`config.mk`:
```
export PLATFORM = sky130hd
export DESIGN_NAME = bat_matcher
export DESIGN_NICKNAME = d
export VERILOG_FILES = /design/src/rtl/bat_pkg.sv /design/src/rtl/bat_regfile.sv /design/src/rtl/bat_entry_cmp.sv /design/src/rtl/bat_prio.sv /design/src/rtl/bat_matcher.sv
export SDC_FILE = /design/constraint.sdc
export NUM_CORES = 1
export LEC_CHECK = 0
export BUFFER_PORTS_ARGS = -buffer_cell sky130_fd_sc_hd__buf_2
export CORE_MARGIN = 2
export CORE_UTILIZATION = 50
export CTS_BUF_LIST = sky130_fd_sc_hd__clkbuf_4 sky130_fd_sc_hd__clkbuf_8
export CTS_CLUSTER_DIAMETER = 120
export DETAILED_ROUTE_END_ITERATION = 16
export PLACE_DENSITY_LB_ADDON = 0.05
export SLEW_MARGIN = 10
export SYNTH_ARGS = -nofsm -noshare
export SYNTH_HDL_FRONTEND = slang
export SYNTH_SLANG_ARGS = --single-unit
```
`constraint.sdc`:
```
create_clock -name clk -period 3.8 [get_ports clk]
set_input_delay 0.76 -clock clk [delete_from_list [all_inputs] [get_ports clk]]
set_output_delay 0.76 -clock clk [all_outputs]
set_load 0.05 [all_outputs]
```
`src/rtl/bat_pkg.sv`:
```
package bat_pkg;

  typedef struct packed {
    logic rd;
    logic wr;
    logic ex;
  } bat_rights_t;

  // Two-bit protection code to access rights.
  function automatic bat_rights_t pp_decode(input logic [1:0] pp);
    bat_rights_t r;
    r = '0;
    if (pp != 2'd0) begin
      r.rd = 1'b1;
      r.ex = 1'b1;
      r.wr = (pp == 2'd2);
    end
    return r;
  endfunction

endpackage

```
`src/rtl/bat_regfile.sv`:
```
module bat_regfile #(
  parameter int ENTRIES = 4,
  parameter int AW      = 32,
  localparam int IW     = (ENTRIES > 1) ? $clog2(ENTRIES) : 1
) (
  input  logic          clk,
  input  logic          rst,
  input  logic          wr_en,
  input  logic          wr_fetch_arr,
  input  logic [IW-1:0] wr_idx,
  input  logic          wr_lower,
  input  logic [AW-1:0] wr_data,
  input  logic          rd_fetch,
  output logic [AW-1:0] sel_upper [ENTRIES],
  output logic [AW-1:0] sel_lower [ENTRIES]
);

  logic [AW-1:0] upper_q [2][ENTRIES];
  logic [AW-1:0] lower_q [2][ENTRIES];

  for (genvar s = 0; s < 2; s++) begin : g_side
    for (genvar e = 0; e < ENTRIES; e++) begin : g_ent
      logic sel;
      assign sel = wr_en && (wr_fetch_arr == s[0]) && (wr_idx == IW'(e));

      always_ff @(posedge clk) begin
        if (rst) begin
          upper_q[s][e] <= '0;
          lower_q[s][e] <= '0;
        end else if (sel) begin
          if (wr_lower) lower_q[s][e] <= wr_data;
          else          upper_q[s][e] <= wr_data;
        end
      end
    end
  end

  for (genvar e = 0; e < ENTRIES; e++) begin : g_rd
    assign sel_upper[e] = rd_fetch ? upper_q[1][e] : upper_q[0][e];
    assign sel_lower[e] = rd_fetch ? lower_q[1][e] : lower_q[0][e];
  end

endmodule

```
`src/rtl/bat_entry_cmp.sv`:
```
module bat_entry_cmp
  import bat_pkg::*;
#(
  parameter int AW        = 32,
  parameter int BLK_LSB   = 17,
  parameter int BL_W      = 11,
  parameter int PAGE_BITS = 12,
  localparam int BLK_W    = AW - BLK_LSB,
  localparam int PW       = AW - PAGE_BITS
) (
  input  logic [AW-1:0] upper,
  input  logic [AW-1:0] lower,
  input  logic [AW-1:0] ea,
  input  logic          user,
  output logic          hit,
  output logic [PW-1:0] page,
  output bat_rights_t   rights
);

  logic [BLK_W-1:0] len_bits;
  logic [BLK_W-1:0] cmp_mask;
  logic [BLK_W-1:0] real_hi;
  logic             priv_ok;

  assign len_bits = {{(BLK_W-BL_W){1'b0}}, upper[BL_W+1:2]};
  assign cmp_mask = ~len_bits;
  assign priv_ok  = user ? upper[0] : upper[1];
  assign hit      = priv_ok &&
                    ((ea[AW-1:BLK_LSB] & cmp_mask) == upper[AW-1:BLK_LSB]);
  assign real_hi  = (lower[AW-1:BLK_LSB] & cmp_mask) |
                    (ea[AW-1:BLK_LSB] & ~cmp_mask);
  assign page     = {real_hi, ea[BLK_LSB-1:PAGE_BITS]};
  assign rights   = pp_decode(lower[1:0]);

endmodule

```
`src/rtl/bat_prio.sv`:
```
module bat_prio
  import bat_pkg::*;
#(
  parameter int ENTRIES = 4,
  parameter int PW      = 20
) (
  input  logic [ENTRIES-1:0] hits,
  input  logic [PW-1:0]      pages  [ENTRIES],
  input  bat_rights_t        rights [ENTRIES],
  output logic               any_hit,
  output logic [PW-1:0]      win_page,
  output bat_rights_t        win_rights
);

  logic [ENTRIES-1:0] grant;

  always_comb begin
    logic taken;
    taken = 1'b0;
    grant = '0;
    for (int i = 0; i < ENTRIES; i++) begin
      if (hits[i] && !taken) begin
        grant[i] = 1'b1;
        taken    = 1'b1;
      end
    end
  end

  always_comb begin
    win_page   = '0;
    win_rights = '0;
    for (int i = 0; i < ENTRIES; i++) begin
      if (grant[i]) begin
        win_page   = win_page | pages[i];
        win_rights = win_rights | rights[i];
      end
    end
  end

  assign any_hit = |hits;

  always_comb begin
    assert_grant_onehot_R6: assert ($onehot0(grant));
    assert_grant_in_hits_R6: assert ((grant & ~hits) == '0);
  end

endmodule

```
`src/rtl/bat_matcher.sv`:
```
module bat_matcher
  import bat_pkg::*;
#(
  parameter int ENTRIES   = 4,
  parameter int AW        = 32,
  parameter int BLK_LSB   = 17,
  parameter int BL_W      = 11,
  parameter int PAGE_BITS = 12,
  localparam int IW       = (ENTRIES > 1) ? $clog2(ENTRIES) : 1,
  localparam int PW       = AW - PAGE_BITS
) (
  input  logic          clk,
  input  logic          rst,
  input  logic          wr_en,
  input  logic          wr_fetch_arr,
  input  logic [IW-1:0] wr_idx,
  input  logic          wr_lower,
  input  logic [AW-1:0] wr_data,
  input  logic          lk_valid,
  input  logic          lk_fetch,
  input  logic          lk_user,
  input  logic [AW-1:0] lk_ea,
  output logic          out_valid,
  output logic          out_hit,
  output logic [PW-1:0] out_page,
  output logic          out_rd,
  output logic          out_wr,
  output logic          out_ex
);

  logic [AW-1:0]      ent_upper [ENTRIES];
  logic [AW-1:0]      ent_lower [ENTRIES];
  logic [ENTRIES-1:0] ent_hit;
  logic [PW-1:0]      ent_page  [ENTRIES];
  bat_rights_t        ent_rights [ENTRIES];
  logic               any_hit;
  logic [PW-1:0]      win_page;
  bat_rights_t        win_rights;

  bat_regfile #(.ENTRIES(ENTRIES), .AW(AW)) u_regs (
    .clk         (clk),
    .rst         (rst),
    .wr_en       (wr_en),
    .wr_fetch_arr(wr_fetch_arr),
    .wr_idx      (wr_idx),
    .wr_lower    (wr_lower),
    .wr_data     (wr_data),
    .rd_fetch    (lk_fetch),
    .sel_upper   (ent_upper),
    .sel_lower   (ent_lower)
  );

  for (genvar e = 0; e < ENTRIES; e++) begin : g_cmp
    bat_entry_cmp #(
      .AW(AW), .BLK_LSB(BLK_LSB), .BL_W(BL_W), .PAGE_BITS(PAGE_BITS)
    ) u_cmp (
      .upper (ent_upper[e]),
      .lower (ent_lower[e]),
      .ea    (lk_ea),
      .user  (lk_user),
      .hit   (ent_hit[e]),
      .page  (ent_page[e]),
      .rights(ent_rights[e])
    );
  end

  bat_prio #(.ENTRIES(ENTRIES), .PW(PW)) u_prio (
    .hits      (ent_hit),
    .pages     (ent_page),
    .rights    (ent_rights),
    .any_hit   (any_hit),
    .win_page  (win_page),
    .win_rights(win_rights)
  );

  always_ff @(posedge clk) begin
    if (rst) begin
      out_valid <= 1'b0;
      out_hit   <= 1'b0;
      out_page  <= '0;
      out_rd    <= 1'b0;
      out_wr    <= 1'b0;
      out_ex    <= 1'b0;
    end else begin
      out_valid <= lk_valid;
      out_hit   <= lk_valid && any_hit;
      if (lk_valid && any_hit) begin
        out_page <= win_page;
        out_rd   <= win_rights.rd;
        out_wr   <= win_rights.wr;
        out_ex   <= win_rights.ex;
      end else begin
        out_page <= '0;
        out_rd   <= 1'b0;
        out_wr   <= 1'b0;
        out_ex   <= 1'b0;
      end
    end
  end

  assert_reset_clear_R1: assert property (@(posedge clk)
    rst |=> (!out_valid && !out_hit && out_page == '0));

  assert_miss_zero_R9: assert property (@(posedge clk) disable iff (rst)
    (!out_hit) |-> (out_page == '0 && !out_rd && !out_wr && !out_ex));

  assert_latency_R10: assert property (@(posedge clk) disable iff (rst)
    lk_valid |=> out_valid);

  assert_idle_R10: assert property (@(posedge clk) disable iff (rst)
    !lk_valid |=> !out_valid);

  assert_write_implies_rx_R8: assert property (@(posedge clk) disable iff (rst)
    out_wr |-> (out_rd && out_ex && out_hit));

  assert_page_offset_R7: assert property (@(posedge clk) disable iff (rst)
    out_hit |-> (out_page[BLK_LSB-PAGE_BITS-1:0] ==
                 $past(lk_ea[BLK_LSB-1:PAGE_BITS])));

endmodule

```
==> results of run 1 <==
[cell type report]
class	count	area share (%)
flip-flops and latches	384	52.65
well taps	468	2.731
clock buffers	99	5.683
diodes	1	0.01167
clock inverters	18	0.5660
repair buffers	174	5.572
inverters	18	0.3151
multi-input cells	1049	32.47
[path summary, 6_finish.rpt]
check,startpoint,to,slack [ps],cells past startpoint
max,lk_fetch,out_page[9]$_SDFF_PP0_,740,11
max reg2reg,u_regs.upper_q[1][44]$_SDFFCE_PN0P_,out_wr$_SDFF_PP0_,860,10
min reg2reg,u_regs.lower_q[1][26]$_SDFFCE_PN0P_,out_page[14]$_SDFF_PP0_,640,4
min,lk_ea[16],out_page[4]$_SDFF_PP0_,350,2
[metal layers]
metal  routed length (um)  global-route usage, %  vias to the layer above
met3                 3845                  4.497                       99
met1                24060                  40.67                     6381
met2                25900                  46.32                      502
met4                 1662                  10.92                        0
li1                     -                      -                     5922
met5                    0                      0                        -
[where the power goes]
part | total [uW] | internal [uW] | switching (uW)
sequential | 4980 | 4860 | 115
combinational | 821 | 283 | 538
clock | 3830 | 2120 | 1710
[worst max-delay path, stage by stage]
cell and delay, ps:
buf_6 250, buf_12 240, buf_4 180, or3_1 110
o31ai_1 60, a221oi_1 460, nand3_1 130, buf_4 220
o311ai_0 650, o21ai_1 300, a21boi_2 230
[cell families after synthesis]
family | count (synthesis) | share of synthesized area (%)
compound gates | 255 | 9.151
xor+xnor | 31 | 1.447
buf+inv | 120 | 3.028
simple gates | 660 | 20.51
flops | 384 | 60.19
mux | 103 | 5.676
[synthesized netlist by cell type (7+ instances only)]
library cell	n
o211ai_1	7
clkbuf_1	70
xor2_1	13
edfxtp_1	360
nor2_1	44
mux2_2	17
xnor2_1	18
mux2i_1	85
a21oi_1	52
o21ai_1	17
o21ai_0	61
a211oi_1	24
o21bai_1	16
nor3b_1	16
dfxtp_1	24
nand4_1	28
nand3_1	27
buf_2	10
nand2_1	64
and2_1	365
a21boi_2	10
o311ai_0	13
nand2b_1	22
inv_1	17
o22ai_1	7
buf_6	12
nor2b_1	37
nor3_1	35
[per-stage QoR]
step	worst slack (ps)	cells	hold WS [ps]	power, uW	util [%]
2_1_floorplan	789.3	1553	601.1	5503	-
3_3_place_gp	214.0	2093	633.8	5859	54.65
3_5_place_dp	216.7	2093	643.5	5879	54.65
4_1_cts	848.8	2210	315.9	9678	58.29
5_1_grt	647.3	2210	346.7	9943	58.29
6_report	743.4	2211	352.2	9633	58.30
[state kept, by name (all words and copies together) (netlist names)]
signal,cells
out_hit,1
out_page,20
out_rd,1
out_valid,1
out_wr,1
u_regs.lower_q,136
u_regs.upper_q,224
==> impl_metrics.toml, run 1 <==
[drt]
drtAntennaViolNets = 0
first_iter_violations = 1062
via_per_inst = 5.836
drc = 0
drt_pass1_iterations = 5
routedWlPerCell_um = 25.08
wl_mm = 55.46
route.vias.total = 12904

[timing]
tns_ps = 0
finClkSkew_ps = 26.94
max_freq_mhz = 327.2
hold_viol = 0
finalMaxSlewViolations = 0
setup_viol = 0
post-route-min-period_ps = 3057
final.period_utilization_pct = 80.44
max_slew.worst_pin.slew_ps = 874.0
slew_headroom_pct = 40.99
rsz0062_at_grt = "false"

[logic_synthesis]
synth_top_cell_by_area = "edfxtp_1"
synthCells = 1553
yosys_register_bits = 384
yosysSeqAreaShare_pct = 60.19
synth_area_leaders = "edfxtp_1, and2_1, mux2i_1"
avgSynthCellArea_um2 = 12.08
synth_top_area_share_pct = 57.63
ys_types = 63
yosys_most_used_dff = "edfxtp_1"
ys_warn_count = 0
synth_area_um2 = 18760
async_reset_ff_share_pct = 0
synth_enable_flop_cells = 360
synth_fp_nets = 1627

[clock_network]
cts_resized = 0
cts_tree = "done"
cts_root_buf = "clkbuf_8"
numCtsBuffers = 68
cts_htree_levels = 3
path_clk_slew_ps = 60
hold_buffers = 0
cts_sinks = 384
cts_setup_buffers = 0
clock_latency_ps = 620
clock_path_buffers = 3

[placed_design]
place_hpwl_mm = 37.63
placed_cell_area_um2 = 20100
gp_congestion = 0.9076
portBuffers = 82

[floorplan]
core-area_um2 = 36790
die_h_um = 197.7
core.rowCount = 70
die-area_um2 = 39080
initial_core_util_pct = 51.00
ioPinCount = 99
die_w_um = 197.7

[power_and_ir_drop]
pwr_density_cell_nw_per_um2 = 449.2
leakagePower_uw = 0.007865
vdd_ir_drop_max_v = 0.0002840

[cells_and_area]
final_common_cell = "and2_1"
drive_above_1_share_pct = 19.40
most-common-layout-cells = "and2_1, edfxtp_1, mux2i_1, buf_4, buf_2"
multiInputGateArea_um2 = 6963
nets = 1769
fillCellCount = 3045
seqCellArea_um2 = 11290
final_cell_area_um2 = 21440
area_growth_pct = 14.31

[global_routing]
antenna_found_initial = 2
gr-total-overflow = 0
grt_first_pass_wirelength_mm = 80.85
grt_max_degree = 32
grt_pass1_vias = 12641
track_usage_pct = 29.14

[worst_setup_path]
critPathLaunchType = "input pin"
worstSetupPathType = "input pin to flip-flop"
critPathCaptureType = "flip-flop"
crit_required_ps = 4340
critPathMaxFanout = 31
cp.arrival_ps = 3600

[outcome]
status = "complete, no violations"

[worst_hold_path]
hold_path.class = "input pin to flip-flop"

[job]
cap_violations = 0
No activity file was read; power rests on OpenSTA's default activity.
==> run 2: changes to the inputs <==
==> constraint.sdc (replaced) <==
create_clock -name clk -period 3.2 [get_ports clk]
set_input_delay 0.64 -clock clk [delete_from_list [all_inputs] [get_ports clk]]
set_output_delay 0.64 -clock clk [all_outputs]
set_load 0.05 [all_outputs]
==> run 2 against run 1 <==
Net effect:
- clock-buffer cell count is 5 higher
- register-to-register slack worse by 500 ps
- die area stayed put
- sequential share of layout area is 1.2 points lower
- first-iteration DRC count is 25% higher
- via count is 2.6% higher
- critical path type unchanged
==> impl_metrics.toml, run 2 (synthesized netlist as in run 1, its figures left out) <==
[drt]
via_per_inst = 5.834
drt_pass1_iterations = 6
drtAntennaViolNets = 0
wl_mm = 57.22
drc = 0
route.vias.total = 13238
routedWlPerCell_um = 25.22
first_iter_violations = 1329

[cells_and_area]
area_growth_pct = 16.92
final_util_pct = 59.63
final_common_cell = "and2_1"
nets = 1822
regMostFlops = "u_regs.upper_q"
top_regs = "u_regs.upper_q: 224 flops, u_regs.lower_q: 136 flops, out_page: 20 flops"
diodes = 0
final_cell_area_um2 = 21930
largest_register_ffs = 224
drive_above_1_share_pct = 21.93
most-common-layout-cells = "and2_1, edfxtp_1, buf_4, mux2i_1, clkbuf_8"

[clock_network]
hold_buffers = 0
numCtsBuffers = 69
cts_sinks = 384
cts_setup_buffers = 0
cts_htree_levels = 3
cts_resized = 0
cts_root_buf = "clkbuf_8"
cts_tree = "done"
clock_latency_ps = 610
clock_path_buffers = 3
path_clk_slew_ps = 60

[worst_setup_path]
cp.arrival_ps = 3450
critPathCaptureType = "flip-flop"
worstSetupPathType = "input pin to flip-flop"
critPathMaxFanout = 18
critPathLaunchType = "input pin"
crit_required_ps = 3730

[worst_hold_path]
hold_path.class = "input pin to flip-flop"

[floorplan]
initial_core_util_pct = 51.00
die-area_um2 = 39080
die_w_um = 197.7
die_h_um = 197.7
ioPinCount = 99
core.rowCount = 70
core-area_um2 = 36790

[job]
cap_violations = 0

[global_routing]
gr-total-overflow = 0
grt_first_pass_wirelength_mm = 82.86
grt_pass1_vias = 13028
antenna_found_initial = 2
track_usage_pct = 29.78
grt_max_degree = 33

[power_and_ir_drop]
leakagePower_uw = 0.008172
vdd_ir_drop_max_v = 0.0003175
pwr_density_cell_nw_per_um2 = 539.5
power.total_uw = 11830

[timing]
max_freq_mhz = 342.3
hold_viol = 0
max_slew.worst_pin.slew_ps = 696.4
final.period_utilization_pct = 91.30
post-route-min-period_ps = 2922
finClkSkew_ps = 20.02
slew_headroom_pct = 52.98
setup_viol = 0
layout_setup_ws_ps = 278.3
finalMaxSlewViolations = 0
timing.hold.ws_ps = 231.5
rsz0062_at_grt = "false"

[placed_design]
gp_congestion = 0.9122
portBuffers = 82
place_hpwl_mm = 38.88
pre_cts_slack_ps = -260.1
placed_cell_area_um2 = 20460

[outcome]
status = "complete, no violations"
[run 2: power by group]
part	leakage (uW)	internal, uW	total [uW]	switching [uW]
sequential	0.00364	5780	5920	144
combinational	0.00376	370	1020	654
clock	0.000768	2820	4890	2060
[run 2: layer usage]
metal	vias to the layer above	GRT usage (%)	part of all wire (%)
met1	6535	42.64	44
met5	-	0	0
met2	572	46.09	45
met3	98	4.377	8.0
li1	6033	-	-
met4	0	11.61	3.4
[run 2: critical path, cell delays in order]
cell and delay, ps:
buf_6 170, buf_4 160, inv_2 370, buf_4 220, a221oi_1 50, a21oi_1 180, nor4_2 70, and3_1 290
buf_4 200, o311ai_0 540, o21ai_0 330, a21boi_1 210
[run 2: layout make-up]
class | instances | area, um2
fillers | 3029 | 14850
well taps | 468 | 585.6
clock inverters | 20 | 175.2
inverters | 18 | 67.56
repair buffers | 226 | 1560
multi-input cells | 1049 | 6960
flip-flops and latches | 384 | 11290
clock buffers | 104 | 1294
[run 2: worst paths after layout]
path	slack, ps	start	end	cells after the start
max	280	lk_fetch	out_page[13]$_SDFF_PP0_	12
min	230	lk_ea[16]	out_page[4]$_SDFF_PP0_	2
max reg2reg	360	u_regs.upper_q[1][63]$_SDFFCE_PN0P_	out_page[13]$_SDFF_PP0_	10
min reg2reg	650	u_regs.lower_q[0][127]$_SDFFCE_PN0P_	out_page[19]$_SDFF_PP0_	3
[run 2: metrics by stage]
step	TNS, ps	cells
after CTS	0	2269
after detailed placement	-4888	2145
after global placement	-4479	2145
after floorplan	0	1553
final	0	2269
after global routing	0	2269
==> run 3: changes to the inputs <==
==> constraint.sdc (replaced) <==
create_clock -name clk -period 3.6 [get_ports clk]
set_input_delay 0.72 -clock clk [delete_from_list [all_inputs] [get_ports clk]]
set_output_delay 0.72 -clock clk [all_outputs]
set_load 0.05 [all_outputs]
==> run 3 against run 2 <==
Net effect:
- final cell count down 1.3%
- die area unchanged
- clock skew up 1.3 ps
- critical path depth up 1
- global-route usage up 0.22 points
- via count down 1.0%
==> impl_metrics.toml, run 3 (synthesized netlist as in run 1, its figures left out) <==
[drt]
wl_mm = 57.01
drtAntennaViolNets = 0
via_per_inst = 5.853
drt_pass1_iterations = 5
drc = 0
route.vias.total = 13104
routedWlPerCell_um = 25.46
first_iter_violations = 1284

[floorplan]
initial_core_util_pct = 51.00
core-area_um2 = 36790
core.rowCount = 70
die_h_um = 197.7
ioPinCount = 99
die_w_um = 197.7
die-area_um2 = 39080

[timing]
timing.hold.ws_ps = 329.8
hold_viol = 0
final.period_utilization_pct = 89.41
rsz0062_at_grt = "false"
max_freq_mhz = 310.7
max_slew.worst_pin.slew_ps = 685.0
finClkSkew_ps = 21.29
finalMaxSlewViolations = 0
post-route-min-period_ps = 3219
setup_viol = 0
slew_headroom_pct = 53.76

[worst_setup_path]
worstSetupPathType = "input pin to flip-flop"
cp_common_cell = "buf_4"
slowest_stage = "o311ai_0"
cp.arrival_ps = 3750
critPathCaptureType = "flip-flop"
critPathLaunchType = "input pin"
crit_required_ps = 4130
critPathTopFamily = "buffers and inverters"
path_cells = "buf_6 > buf_12 > inv_2 > buf_4 > a221oi_1 > a21oi_1 > nor4_2 > and3_1 > buf_4 > o311ai_0 > buf_4 > o21ai_0 > a21boi_1"
cpPeakStageDelay_ps = 630
critPathMaxFanout = 16
crit_buf_inv = 6

[global_routing]
grt_first_pass_wirelength_mm = 83.61
grt_pass1_vias = 12814
grt_max_degree = 33
gr-total-overflow = 0
track_usage_pct = 30.00
antenna_found_initial = 3

[cells_and_area]
layout.cells.non_filler = 2239
final_util_pct = 58.88
regMostFlops = "u_regs.upper_q"
final_cell_area_um2 = 21660
most-common-layout-cells = "and2_1, edfxtp_1, buf_4, mux2i_1, buf_2"
diodes = 0
final_common_cell = "and2_1"
top_regs = "u_regs.upper_q: 224 flops, u_regs.lower_q: 136 flops, out_page: 20 flops"
area_growth_pct = 15.47
fillCellCount = 3074
largest_register_ffs = 224
drive_above_1_share_pct = 20.78
nets = 1797

[worst_hold_path]
hold_path.class = "input pin to flip-flop"

[placed_design]
place_hpwl_mm = 38.30
gp_congestion = 0.9276
portBuffers = 82
placed_cell_area_um2 = 20300
dp.cells = 2121

[clock_network]
path_clk_slew_ps = 60
cts_setup_buffers = 0
cts_tree = "done"
hold_buffers = 0
cts_htree_levels = 3
cts_resized = 0
numCtsBuffers = 68
cts_sinks = 384
clock_path_buffers = 3
clock_latency_ps = 610
cts_root_buf = "clkbuf_8"

[power_and_ir_drop]
leakagePower_uw = 0.008014
power.total_uw = 10260
vdd_ir_drop_max_v = 0.0002668
pwr_density_cell_nw_per_um2 = 473.6

[outcome]
status = "complete, no violations"

[job]
cap_violations = 0
## run 3: per-layer routing
layer | vias to the layer above | global-route usage (%) | wire, um
li1 | 5989 | - | -
met1 | 6426 | 42.82 | 24620
met2 | 588 | 46.19 | 25770
met3 | 101 | 4.616 | 4490
met4 | 0 | 12.14 | 2132
met5 | - | 0 | 0
## run 3: path summary, 6_finish.rpt
path | from | to | slack [ps] | cells after the start
worst max-delay path | lk_fetch | out_page[6]$_SDFF_PP0_ | 380 | 13
worst min-delay path | lk_ea[14] | out_page[2]$_SDFF_PP0_ | 330 | 2
worst max register to register | u_regs.upper_q[1][76]$_SDFFCE_PN0P_ | out_page[6]$_SDFF_PP0_ | 490 | 10
worst min register to register | u_regs.lower_q[0][124]$_SDFFCE_PN0P_ | out_page[16]$_SDFF_PP0_ | 650 | 3
## run 3: metrics by stage
step | setup TNS [ps] | setup slack (ps)
final | 0 | 381.3
after global routing | 0 | 293.4
after CTS | 0 | 499.8
after detailed placement | -235.8 | -130.9
after global placement | -354.5 | -205.2
after floorplan | 0 | 629.3
## run 3: power breakdown
part	leakage [uW]	internal (uW)	switching, uW
clock network	0.000723	2340	1770
logic	0.00365	310	581
registers	0.00364	5130	125
## run 3: layout make-up
cell class                 instances  area (um2)  share of cell area [%]
clock buffer                      96        1190                   5.493
timing repair buffer             202        1380                   6.371
tap                              468       585.6                   2.703
multi-input combinational       1049        6973                   32.19
sequential                       384       11290                   52.13
clock inverter                    22       173.9                  0.8029
inverter                          18       67.56                  0.3119
